### src/rtl/cse_pkg.sv
package cse_pkg;

    localparam int unsigned CSE_BYTE_W = 8;

    typedef logic [CSE_BYTE_W-1:0] cse_byte_t;

    typedef enum logic [2:0] {
        ST_IDLE,
        ST_ADDR,
        ST_HOLD,
        ST_PASS,
        ST_CFG,
        ST_DONE
    } cse_state_e;

    function automatic cse_state_e cse_classify(cse_byte_t a, int unsigned n_dev);
        if (int'(a) < int'(n_dev))
            return ST_HOLD;
        else if (int'(a) == int'(n_dev))
            return ST_CFG;
        else
            return ST_DONE;
    endfunction

endpackage

### src/rtl/cse_sync.sv
module cse_sync #(
    parameter int unsigned WIDTH   = 3,
    parameter int unsigned STAGES  = 2,
    parameter logic [WIDTH-1:0] RST_VAL = '0
) (
    input  logic             clk,
    input  logic             rst,
    input  logic [WIDTH-1:0] d,
    output logic [WIDTH-1:0] q
);
    logic [WIDTH-1:0] chain [STAGES];

    generate
        for (genvar s = 0; s < STAGES; s++) begin : g_stage
            if (s == 0) begin : g_first
                always_ff @(posedge clk) begin
                    if (rst) chain[s] <= RST_VAL;
                    else     chain[s] <= d;
                end
            end else begin : g_next
                always_ff @(posedge clk) begin
                    if (rst) chain[s] <= RST_VAL;
                    else     chain[s] <= chain[s-1];
                end
            end
        end
    endgenerate

    assign q = chain[STAGES-1];
endmodule

### src/rtl/cse_frame_ctrl.sv
module cse_frame_ctrl
    import cse_pkg::*;
#(
    parameter int unsigned NUM_DEV = 8
) (
    input  logic       clk,
    input  logic       rst,
    input  logic       sclk_s,
    input  logic       mosi_s,
    input  logic       cs_n_s,
    output cse_state_e state,
    output cse_byte_t  addr,
    output logic       cfg_we,
    output cse_byte_t  cfg_data
);
    localparam int unsigned CNT_W = $clog2(CSE_BYTE_W);
    localparam logic [CNT_W-1:0] CNT_LAST = CNT_W'(CSE_BYTE_W - 1);

    logic             sclk_d;
    logic             rise, fall;
    logic [CNT_W-1:0] cnt;
    cse_byte_t        shreg;
    cse_byte_t        shnext;
    logic             last_bit;

    assign rise     = sclk_s & ~sclk_d;
    assign fall     = ~sclk_s & sclk_d;
    assign shnext   = {shreg[CSE_BYTE_W-2:0], mosi_s};
    assign last_bit = (cnt == CNT_LAST);
    assign cfg_data = shreg;

    always_ff @(posedge clk) begin
        if (rst) begin
            state  <= ST_IDLE;
            cnt    <= '0;
            shreg  <= '0;
            addr   <= '0;
            sclk_d <= 1'b0;
            cfg_we <= 1'b0;
        end else begin
            sclk_d <= sclk_s;
            cfg_we <= 1'b0;
            if (cs_n_s) begin
                state <= ST_IDLE;
                cnt   <= '0;
                shreg <= '0;
            end else begin
                unique case (state)
                    ST_IDLE, ST_ADDR: begin
                        state <= ST_ADDR;
                        if (rise) begin
                            shreg <= shnext;
                            if (last_bit) begin
                                cnt   <= '0;
                                addr  <= shnext;
                                state <= cse_classify(shnext, NUM_DEV);
                            end else begin
                                cnt <= cnt + 1'b1;
                            end
                        end
                    end
                    ST_HOLD: begin
                        if (fall) state <= ST_PASS;
                    end
                    ST_PASS: begin
                        state <= ST_PASS;
                    end
                    ST_CFG: begin
                        if (rise) begin
                            shreg <= shnext;
                            if (last_bit) begin
                                cnt    <= '0;
                                cfg_we <= 1'b1;
                                state  <= ST_DONE;
                            end else begin
                                cnt <= cnt + 1'b1;
                            end
                        end
                    end
                    default: begin
                        state <= ST_DONE;
                    end
                endcase
            end
        end
    end
endmodule

### src/rtl/cse_out_stage.sv
module cse_out_stage
    import cse_pkg::*;
#(
    parameter int unsigned NUM_DEV = 8
) (
    input  logic               clk,
    input  logic               rst,
    input  cse_state_e         state,
    input  cse_byte_t          addr,
    input  logic               sclk_s,
    input  logic               cs_n_s,
    output logic               dev_sclk,
    output logic [NUM_DEV-1:0] dev_cs_n
);
    logic [NUM_DEV-1:0] sel_n;
    logic               selected;

    assign selected = (state == ST_HOLD) || (state == ST_PASS);

    generate
        for (genvar i = 0; i < NUM_DEV; i++) begin : g_dec
            assign sel_n[i] = ~(selected && (addr == CSE_BYTE_W'(i)));
        end
    endgenerate

    always_ff @(posedge clk) begin
        if (rst) begin
            dev_sclk <= 1'b0;
            dev_cs_n <= '1;
        end else begin
            dev_sclk <= ~cs_n_s && (state == ST_PASS) && sclk_s;
            dev_cs_n <= cs_n_s ? '1 : sel_n;
        end
    end
endmodule

### src/rtl/cse_expander.sv
module cse_expander
    import cse_pkg::*;
#(
    parameter int unsigned NUM_DEV     = 8,
    parameter int unsigned SYNC_STAGES = 2
) (
    input  logic               clk,
    input  logic               rst,
    input  logic               spi_sclk,
    input  logic               spi_mosi,
    input  logic               spi_cs_n,
    output logic               dev_sclk,
    output logic [NUM_DEV-1:0] dev_cs_n,
    output logic [7:0]         cfg_value
);
    logic [2:0] raw_in, syn_out;
    logic       sclk_s, mosi_s, cs_n_s;
    cse_state_e state;
    cse_byte_t  addr;
    logic       cfg_we;
    cse_byte_t  cfg_data;
    logic       st_pass;

    assign raw_in = {spi_cs_n, spi_mosi, spi_sclk};

    cse_sync #(
        .WIDTH  (3),
        .STAGES (SYNC_STAGES),
        .RST_VAL(3'b100)
    ) u_sync (
        .clk(clk),
        .rst(rst),
        .d  (raw_in),
        .q  (syn_out)
    );

    assign sclk_s = syn_out[0];
    assign mosi_s = syn_out[1];
    assign cs_n_s = syn_out[2];

    cse_frame_ctrl #(.NUM_DEV(NUM_DEV)) u_frame (
        .clk     (clk),
        .rst     (rst),
        .sclk_s  (sclk_s),
        .mosi_s  (mosi_s),
        .cs_n_s  (cs_n_s),
        .state   (state),
        .addr    (addr),
        .cfg_we  (cfg_we),
        .cfg_data(cfg_data)
    );

    cse_out_stage #(.NUM_DEV(NUM_DEV)) u_out (
        .clk     (clk),
        .rst     (rst),
        .state   (state),
        .addr    (addr),
        .sclk_s  (sclk_s),
        .cs_n_s  (cs_n_s),
        .dev_sclk(dev_sclk),
        .dev_cs_n(dev_cs_n)
    );

    always_ff @(posedge clk) begin
        if (rst)         cfg_value <= '0;
        else if (cfg_we) cfg_value <= cfg_data;
    end

    assign st_pass = (state == ST_PASS);
endmodule

### config.mk
export PLATFORM = sky130hd
export DESIGN_NAME = cse_expander
export DESIGN_NICKNAME = d
export VERILOG_FILES = /design/src/rtl/cse_pkg.sv /design/src/rtl/cse_sync.sv /design/src/rtl/cse_frame_ctrl.sv /design/src/rtl/cse_out_stage.sv /design/src/rtl/cse_expander.sv
export SDC_FILE = /design/constraint.sdc
export NUM_CORES = 1
export LEC_CHECK = 0
export ABC_AREA = 1
export BUFFER_PORTS_ARGS = -buffer_cell sky130_fd_sc_hd__buf_2
export CORE_MARGIN = 3
export CORE_UTILIZATION = 35
export CTS_BUF_LIST = sky130_fd_sc_hd__clkbuf_8
export CTS_CLUSTER_DIAMETER = 150
export DETAILED_ROUTE_END_ITERATION = 12
export GPL_ROUTABILITY_DRIVEN = 0
export HOLD_SLACK_MARGIN = 0.03
export MAX_ROUTING_LAYER = met4
export PLACE_DENSITY = 0.65
export SETUP_SLACK_MARGIN = 0.02
export SLEW_MARGIN = 20
export SYNTH_ARGS = -nofsm -noshare
export SYNTH_HDL_FRONTEND = slang
export SYNTH_SLANG_ARGS = --single-unit
### constraint.sdc
create_clock -name clk -period 1.3 [get_ports clk]
set_input_delay 0 -clock clk [delete_from_list [all_inputs] [get_ports clk]]
set_output_delay 0 -clock clk [all_outputs]
set_load 0.05 [all_outputs]
# Yosys cells after proc, flatten, opt, wreduce, memory -nomap -nowiden
# Memories as Yosys holds them, arrays and structs flattened.
# Index checks and enable logic that the tools add are counted.
[op_classes] n_lt_le_gt_ge=1 mux=15 n_reduce_logical=20 n_addsub=1 eq_ne=16 bitwise=17
[op_table] op="$eq 8x3->1 const B" count=4
[op_table] op="$mux 3" count=9
[op_table] op="$eq 8x2->1 const B" count=2
[op_table] op="$not 1->1" count=13
[op_table] op="$pmux 3 s4" count=1
[op_table] op="$logic_and 1x1->1" count=10
[op_table] op="$eq 8x1->1 const B" count=1
[op_table] op="$eq 8x5->1 const B" count=1
[op_table] op="$logic_not 8->1" count=1
[op_table] op="$lt 8x4->1 const B" count=1
[op_table] op="$eq 3x2->1 const B" count=2
[op_table] op="$eq 3x3->1 const B" count=2
[op_table] op="$ne 2x1->1 const B" count=3
[op_table] op="$mux 1" count=5
[op_table] op="$reduce_and 4->1" count=1
[op_table] op="$reduce_or 2->1" count=2
[op_table] op="$reduce_or 4->1" count=1
[op_table] op="$add 3x1->3 const B" count=1
[op_table] op="$eq 3x1->1 const B" count=1
[op_table] op="$logic_not 3->1" count=1
[op_table] op="$reduce_and 3->1" count=1
[op_table] op="$reduce_or 3->1" count=1
[op_table] op="$and 1x1->1" count=2
[op_table] op="$or 1x1->1" count=2
[op_table] op="other kinds (2)" count=2
[totals] ff_bits=41 wordCells=80 mem_count=1 mem_bits_rw=6 inputBits=5
[memory_table] name="u_sync.chain" words=2 width=3 rd=2 rd_ports_with_merged_regs=0 write_ports=2 line="cse_sync.sv:11" text="logic [WIDTH-1:0] chain [STAGES];"

# Longest topological paths before layout
# Gate-level depths: netlist of the first run.
# An unclocked memory read counts as a cell.
[logic_depth] ltp_word=7 mapped_depth=8 ltp_nobuf=8

# Modules after synthesis
# From an unflattened synthesis of the first run, not the netlist that was laid out.
[hier_totals] hier_cells=264 hier_area_um2=1920.6
[modules_own_cells] mod="cse_frame_ctrl" seq_area_each_um2=480.5 instances=1 area_per_inst_um2=1056.0 cells_each=147
[modules_own_cells] mod="cse_out_stage" seq_area_each_um2=180.2 instances=1 area_per_inst_um2=354.1 cells_each=47
[modules_own_cells] mod="cse_expander" seq_area_each_um2=160.2 instances=1 area_per_inst_um2=341.6 cells_each=51
[modules_own_cells] mod="cse_sync" seq_area_each_um2=120.1 instances=1 area_per_inst_um2=168.9 cells_each=19

# Worst setup path after synthesis of the first run
# OpenSTA, ideal clock, no wires.
[synth_timing] path_kind="flip-flop to flip-flop" startpoint="reg u_frame.cnt[0]" endpoint="reg u_frame.addr[1]" required_time_ns=1.187 setup_time_ns=0.113 n_path_buf=0 path_stages_with_launch=8 slack_ns=0.041 period_less_slack_ns=1.259 t_arrival_ns=1.145 cell_sequence="dfxtp_1 ha_1 ha_1 nand3_2 nor2_8 inv_6 nor2_2 nor2_1"
[synth_via] elab_chain_len=2
[synth_lines] element="from (decl)" line="cse_frame_ctrl.sv:21" text="logic [CNT_W-1:0] cnt;"
[synth_lines] element="from (signal assigned)" line="cse_frame_ctrl.sv:58" text="cnt <= cnt + 1'b1;"
[synth_lines] element="from (signal assigned)" line="cse_frame_ctrl.sv:76" text="cnt <= cnt + 1'b1;"
[synth_lines] element="$eq 3x3->1" line="cse_frame_ctrl.sv:29" text="assign last_bit = (cnt == CNT_LAST);"
[synth_lines] element="net u_frame.last_bit" line="cse_frame_ctrl.sv:24" text="logic last_bit;"
[synth_lines] element="$reduce_and 4->1 (no source line)"
[synth_lines] element="to (signal assigned)" line="cse_frame_ctrl.sv:55" text="addr <= shnext;"
[synth_lines] element="to (decl)" line="cse_frame_ctrl.sv:12" text="output cse_byte_t addr,"
# The timed path passes the listed nets, and every way through them passes these cells.
# A chain may end at the register's enable or synchronous reset.

# Final worst setup path of the first run
[layout_timing] startpoint="reg u_frame.cnt[1]" endpoint="reg u_frame.addr[4]"
# Same word-level chain as after synthesis.

==> results of run 1 <==
## cell families (layout without fill, tap and decap cells)
family	Yosys count	count (layout)	synth area share
buffers and inverters	29	63	0.0741
AND/OR/NAND/NOR	116	117	0.303
flip-flops	47	47	0.526
adder cells (fa/ha/maj)	2	2	0.0140
AO/OA/AOI/OAI	29	29	0.0832
## flip-flops by register name (all words and copies together), names as in the netlist
name / cells
u_frame.cfg_we: 1
u_out.dev_sclk: 1
u_frame.cfg_data: 8
u_frame.state: 3
u_frame.sclk_d: 1
u_sync.chain: 6
u_out.dev_cs_n: 8
u_frame.addr: 8
cfg_value: 8
u_frame.cnt: 3
## report_power, final
group,internal [mW],leakage [nW],switching [mW]
clock network,0.562,0.0502,0.461
logic,0.0360,0.500,0.0451
registers,1.45,0.381,0.00981
total,2.05,0.932,0.516
## repair_timing
item                                    CTS  global route
setup buffers                             0             0
endpoints found under the setup margin    9            11
gates resized for setup                   7             9
pin swaps                                 2             6
hold endpoints to repair                  6             0
cloned                                    1             0
hold buffers                              6             0
## path summary, 6_finish.rpt
kind,cells after the start,slack [ns],end,start
max,7,0.02,u_frame.addr[4]$_SDFFE_PP0P_,u_frame.cnt[1]$_SDFFE_PP0P_
min,2,0.40,u_sync.chain[1][1]$_SDFF_PP0_,u_sync.chain[0][1]$_SDFF_PP0_
max reg2reg,7,0.02,u_frame.addr[4]$_SDFFE_PP0P_,u_frame.cnt[1]$_SDFFE_PP0P_
min reg2reg,2,0.40,u_sync.chain[1][1]$_SDFF_PP0_,u_sync.chain[0][1]$_SDFF_PP0_
## per-layer routing
metal  routed length (um)  track usage
met1                 1630        0.152
met2                 1530        0.199
met4                   23       0.0374
met3                  156       0.0313
met5                    0            -
## worst min-delay path, delay by kind of cell (launching register included)
family,cells,cell delay (ns)
buffers and inverters,1,0.04
DFF,1,0.30
and+or+nand+nor,1,0.03
## cell usage in the layout, fill, tap and decap left out, types with 2 or more instances in the layout
| master | count |
|---|---|
| nor2_1 | 61 |
| dfxtp_1 | 45 |
| buf_2 | 21 |
| nand2_1 | 20 |
| o21ai_1 | 17 |
| inv_1 | 15 |
| inv_2 | 7 |
| nor2_4 | 7 |
| o21ai_0 | 7 |
| dlygate4sd3_1 | 6 |
| buf_4 | 6 |
| nor2_2 | 5 |
| nand3_1 | 5 |
| clkbuf_8 | 5 |
| a21oi_1 | 4 |
| nand4_1 | 4 |
| nor3_1 | 4 |
| nand3_2 | 3 |
| nor3_2 | 2 |
| or2_2 | 2 |
| ha_4 | 2 |
| dfxtp_2 | 2 |
## area by class of cell
class | instances | area [um2]
inverters | 23 | 93.8
fillers | 472 | 2620
multi-input cells | 148 | 796
flip-flops and latches | 47 | 943
clock inverters | 2 | 37.5
repair buffers | 33 | 210
clock buffers | 5 | 68.8
well taps | 67 | 83.8
## through the flow
stage | power, mW | instances | cell area [um2] | setup TNS [ns] | setup WS (ns)
finish | 2.56 | 325 | 2230 | 0 | 0.0156
global placement | 1.56 | 311 | 1980 | -0.169 | -0.0229
CTS | 2.59 | 325 | 2190 | 0 | 0.0358
detailed placement | 1.56 | 311 | 1980 | -0.553 | -0.0692
floorplan | 1.54 | 223 | 1790 | 0 | 0.0414
global route | 2.67 | 325 | 2230 | -0.175 | -0.0446
==> flow_metrics.env, run 1 <==
export IMPL_ys_flop_type="dfxtp_1"
export IMPL_dieHeight_um=77.5
export IMPL_setup_viol=0
export IMPL_rsz0062_at_grt="true"
export IMPL_fp_dieW_um=77.5
export IMPL_powerDensity_nw_per_um2=1150
export IMPL_diodes=0
export IMPL_path_clk_slew_ns=0.08
export IMPL_max_slew_worst_pin_slew_ns=0.277
export IMPL_core_um2=4850
export IMPL_synth_area_um2=1790
export IMPL_crit_family="simple AND/OR/NAND/NOR gates"
export IMPL_fin_nets=265
export IMPL_timing_fmax_mhz=779
export IMPL_worstPathArrival_ns=1.47
export IMPL_hold_viol=0
export IMPL_wire_per_inst_um=10.3
export IMPL_slew_headroom=0.815
export IMPL_yosysMostFrequentCell="nor2_1"
export IMPL_clockRootBuffer="clkbuf_8"
export IMPL_synth_top_cells_by_count="nor2_1 (63), dfxtp_1 (47), nand2_1 (20), o21ai_1 (17), inv_1 (15)"
export IMPL_seq_area_frac_synth=0.526
export IMPL_vias=1454
export IMPL_hold_slack_ns=0.403
export IMPL_drt_total_wl_um=3340
export IMPL_async_flop_share=0
export IMPL_numPortBuffers=21
export IMPL_cp_end_kind="flop"
export IMPL_max_cap_viol_count=0
export IMPL_syn_area_per_cell_um2=8.03
export IMPL_drtIter0Drc=101
export IMPL_ir_worst_vdd_mv=0.569
export IMPL_antenna_left=0
export IMPL_synth_distinct_cells=25
export IMPL_netlist_top_cells_area="dfxtp_1 (53%), nor2_1 (13%), o21ai_1 (4.8%), nand2_1 (4.2%), inv_1 (3.1%)"
export IMPL_status="completed"
export IMPL_synth_edf_count=0
export IMPL_drtPass1Iterations=4
export IMPL_dieArea_um2=6010
export IMPL_overflow=0
export IMPL_path_cells="ha_4 > ha_4 > nand3_4 > nor2_8 > inv_8 > nor2_2 > nor2_1"
export IMPL_finish_utilization=0.461
export IMPL_min_path_type="flop to flop"
export IMPL_antenna_found_initial=0
export IMPL_slew_violations=0
export IMPL_synth_top_area_cell="dfxtp_1"
export IMPL_clock_sinks=47
export IMPL_cts_tree="built"
export IMPL_grt_usage=0.123
export IMPL_fin_crit_sh=0.988
export IMPL_io_pins=22
export IMPL_fin_worst_skew_ns=0.00787
export IMPL_max_stage_delay_ns=0.36
export IMPL_clk_latency_ns=0.29
export IMPL_power_leakage_nw=0.932
export IMPL_critPathRequiredTime_ns=1.49
export IMPL_path_buf_inv=1
export IMPL_period_needed_ns=1.28
export IMPL_crit_slowest_cell="dfxtp_2"
export IMPL_via_per_inst=4.47
export IMPL_cp_common_cell="ha_4"
export IMPL_grt_first_pass_wirelength_um=5830
export IMPL_syn_nets=230
export IMPL_initial_utilization=0.369
export IMPL_drive_above_1_share=0.267
export IMPL_syn_instance_count=223
export IMPL_dp_hpwl_um=2330
export IMPL_cp_max_fo=8
export IMPL_rows=25
export IMPL_grt_pass1_vias=1348
export IMPL_cts_htree_levels=2
export IMPL_drc=0
export IMPL_cts_path_max_buffers=2
export IMPL_ys_warn_count=0
export IMPL_numCtsBuffers=5
export IMPL_critPathKind="flop to flop"
export IMPL_grt_max_degree=17
export IMPL_worstSetupStartpointType="flop"
export IMPL_synth_seq_cells=47
export IMPL_syn2layout_area_growth_pct=24.7
export IMPL_synthDominantCellAreaShare=0.526
No activity file was read; power rests on OpenSTA's default activity.
==> run 2, diff against run 1 <==
--- a/config.mk
+++ b/config.mk
@@ -15,7 +15,7 @@
 export GPL_ROUTABILITY_DRIVEN = 0
 export HOLD_SLACK_MARGIN = 0.03
 export MAX_ROUTING_LAYER = met4
-export PLACE_DENSITY = 0.65
+export PLACE_DENSITY = 0.63
 export SETUP_SLACK_MARGIN = 0.02
 export SLEW_MARGIN = 20
 export SYNTH_ARGS = -nofsm -noshare
==> constraint.sdc (replaced) <==
create_clock -name clk -period 1.2 [get_ports clk]
set_input_delay 0 -clock clk [delete_from_list [all_inputs] [get_ports clk]]
set_output_delay 0 -clock clk [all_outputs]
set_load 0.05 [all_outputs]
==> run 2 against run 1 <==
Critical path depth did not move. Cell count is 1.2% higher. Sequential share of layout area shrank 0.13 points. Via count is 0.21% lower. Die area did not move. Largest cell class unchanged. Setup slack lost 0.064 ns. Count of clock-buffer cells in the layout rose by 2. The flow now finishes with violations (negative setup slack). Clock power about the same. Utilization is 0.21 points higher. Clock skew fell by 0.0051 ns.
==> flow_metrics.env, run 2 (synthesis gave the netlist of run 1 again) <==
export IMPL_path_clk_slew_ns=0.08
export IMPL_dieHeight_um=77.5
export IMPL_fp_dieW_um=77.5
export IMPL_wire_per_inst_um=10.3
export IMPL_overflow=0
export IMPL_status="finished, violations left"
export IMPL_fin_crit_sh=1.04
export IMPL_final_common_cell="nor2_1"
export IMPL_hold_end="u_sync.chain[1][0]$_SDFF_PP0_"
export IMPL_filler_cell_count=490
export IMPL_dieArea_um2=6010
export IMPL_numCtsBuffers=5
export IMPL_fin_worst_skew_ns=0.00279
export IMPL_grt_usage=0.131
export IMPL_hold_viol=0
export IMPL_switching_share=0.204
export IMPL_clock_sinks=47
export IMPL_hold_slack_ns=0.403
export IMPL_cp_end_kind="flop"
export IMPL_r2r_start="u_frame.cnt[1]$_SDFFE_PP0P_"
export IMPL_initial_utilization=0.369
export IMPL_drc=0
export IMPL_worstPathArrival_ns=1.44
export IMPL_diodes=0
export IMPL_max_slew_worst_pin_slew_ns=0.253
export IMPL_ff2ff_setup_slack_ns=-0.05
export IMPL_vias=1451
export IMPL_critPathRequiredTime_ns=1.39
export IMPL_setup_viol=9
export IMPL_worst_r2r_path_depth=7
export IMPL_cts_path_max_buffers=2
export IMPL_min_delay_start="u_sync.chain[0][0]$_SDFF_PP0_"
export IMPL_cp_max_fo=8
export IMPL_timing_fmax_mhz=801
export IMPL_cts_htree_levels=2
export IMPL_drtIter0Drc=67
export IMPL_slew_headroom=0.830
export IMPL_critPathKind="flop to flop"
export IMPL_final_area_um2=2240
export IMPL_clockRootBuffer="clkbuf_8"
export IMPL_hold_depth=2
export IMPL_powerDensity_nw_per_um2=1190
export IMPL_syn2layout_area_growth_pct=25.3
export IMPL_dpl_cell_area_um2=2040
export IMPL_dp_hpwl_um=2520
export IMPL_slew_violations=0
export IMPL_rows=25
export IMPL_drt_total_wl_um=3390
export IMPL_period_needed_ns=1.25
export IMPL_rsz0062_at_grt="true"
export IMPL_drtPass1Iterations=4
export IMPL_r2r_end="u_frame.addr[3]$_SDFFE_PP0P_"
export IMPL_grt_pass1_vias=1302
export IMPL_via_per_inst=4.41
export IMPL_numPortBuffers=21
export IMPL_ir_worst_vdd_mv=0.477
export IMPL_post_place_cells=316
export IMPL_final_cell_count_no_fill=329
export IMPL_power_leakage_nw=0.956
export IMPL_min_path_type="flop to flop"
export IMPL_failed_checks="negative setup slack"
export IMPL_p_total_mw=2.67
export IMPL_max_cap_viol_count=0
export IMPL_antenna_left=0
export IMPL_grt_max_degree=17
export IMPL_fin_ws_ns=-0.0486
export IMPL_intPower_mw=2.13
export IMPL_final_cell_mix="nor2_1 (61), dfxtp_1 (44), buf_2 (21)"
export IMPL_grt_first_pass_wirelength_um=6010
export IMPL_fin_nets=268
export IMPL_drive_above_1_share=0.282
export IMPL_switching_power_mw=0.545
export IMPL_core_um2=4850
export IMPL_cts_tree="built"
export IMPL_post_cts_setup_buffers=0
export IMPL_worstSetupStartpointType="flop"
export IMPL_combPwrFrac=0.034
export IMPL_io_pins=22
export IMPL_seq_power_share=0.591
export IMPL_clk_latency_ns=0.29
export IMPL_antenna_found_initial=0
export IMPL_pwr_share_clk=0.375
run 2: cell types whose count changed in the layout (fill, tap and decap cells not counted), sizes merged:
cell         change
bufinv           -1
clkbuf           +2
inv              +1
clkinvlp         -1
dlygate4sd3      -2
buf              +5
run 2: what timing repair did:
action	4_1_cts	5_1_grt
endpoints found under the hold margin	4	0
setup endpoints to repair	11	20
pin swaps	2	2
cloned	1	0
gates resized for setup	3	10
hold buffers	4	0
run 2: worst max-delay path by stage:
stage                           startpoint                      endpoint  slack [ns]
4_1_cts        u_frame.cnt[1]$_SDFFE_PP0P_  u_frame.addr[1]$_SDFFE_PP0P_       -0.06
3_5_place_dp   u_frame.cnt[1]$_SDFFE_PP0P_  u_frame.addr[1]$_SDFFE_PP0P_       -0.07
5_1_grt        u_frame.cnt[1]$_SDFFE_PP0P_  u_frame.addr[3]$_SDFFE_PP0P_       -0.12
3_3_place_gp   u_frame.cnt[0]$_SDFFE_PP0P_  u_frame.addr[3]$_SDFFE_PP0P_       -0.05
6_report       u_frame.cnt[1]$_SDFFE_PP0P_  u_frame.addr[3]$_SDFFE_PP0P_       -0.05
2_1_floorplan  u_frame.cnt[0]$_SDFFE_PP0P_  u_frame.addr[1]$_SDFFE_PP0P_        0.03
run 2: layer usage:
layer | GRT usage | wire (um)
met5 | - | 0
met4 | 0.0587 | 70
met3 | 0.0418 | 116
met2 | 0.204 | 1590
met1 | 0.156 | 1620
run 2: layout make-up:
type                    count  area, um2  share of cell area
clock buffers               7       96.3              0.0429
clock inverters             1       3.75             0.00167
inverters                  23       96.3              0.0429
multi-input cells         148        791               0.352
flip-flops and latches     47        945               0.421
well taps                  67       83.8              0.0374
repair buffers             36        228               0.102
run 2: critical path, stage by stage (launching register included):
cell	delay [ns]
dfxtp_2	0.36
ha_4	0.14
ha_4	0.13
nand3_4	0.13
nor2_8	0.18
inv_8	0.08
nor2_4	0.07
nor2_1	0.05
run 2: through the flow:
step	util	setup slack [ns]	TNS, ns
6_report	0.463	-0.0486	-0.343
4_1_cts	0.455	-0.0624	-0.460
3_5_place_dp	0.421	-0.0735	-0.566
5_1_grt	0.463	-0.123	-1.12
2_1_floorplan	-	0.0253	0
3_3_place_gp	0.421	-0.0453	-0.339
run 2: power by group through the flow:
| stage | Clock (mW) | Sequential, mW | Combinational (mW) |
|---|---|---|---|
| 4_1_cts | 1.05 | 1.58 | 0.0903 |
| 3_3_place_gp | 0 | 1.62 | 0.0795 |
| 6_report | 1.00 | 1.58 | 0.0909 |
| 3_5_place_dp | 0 | 1.62 | 0.0790 |
| 2_1_floorplan | 0 | 1.62 | 0.0584 |
| 5_1_grt | 1.10 | 1.58 | 0.105 |
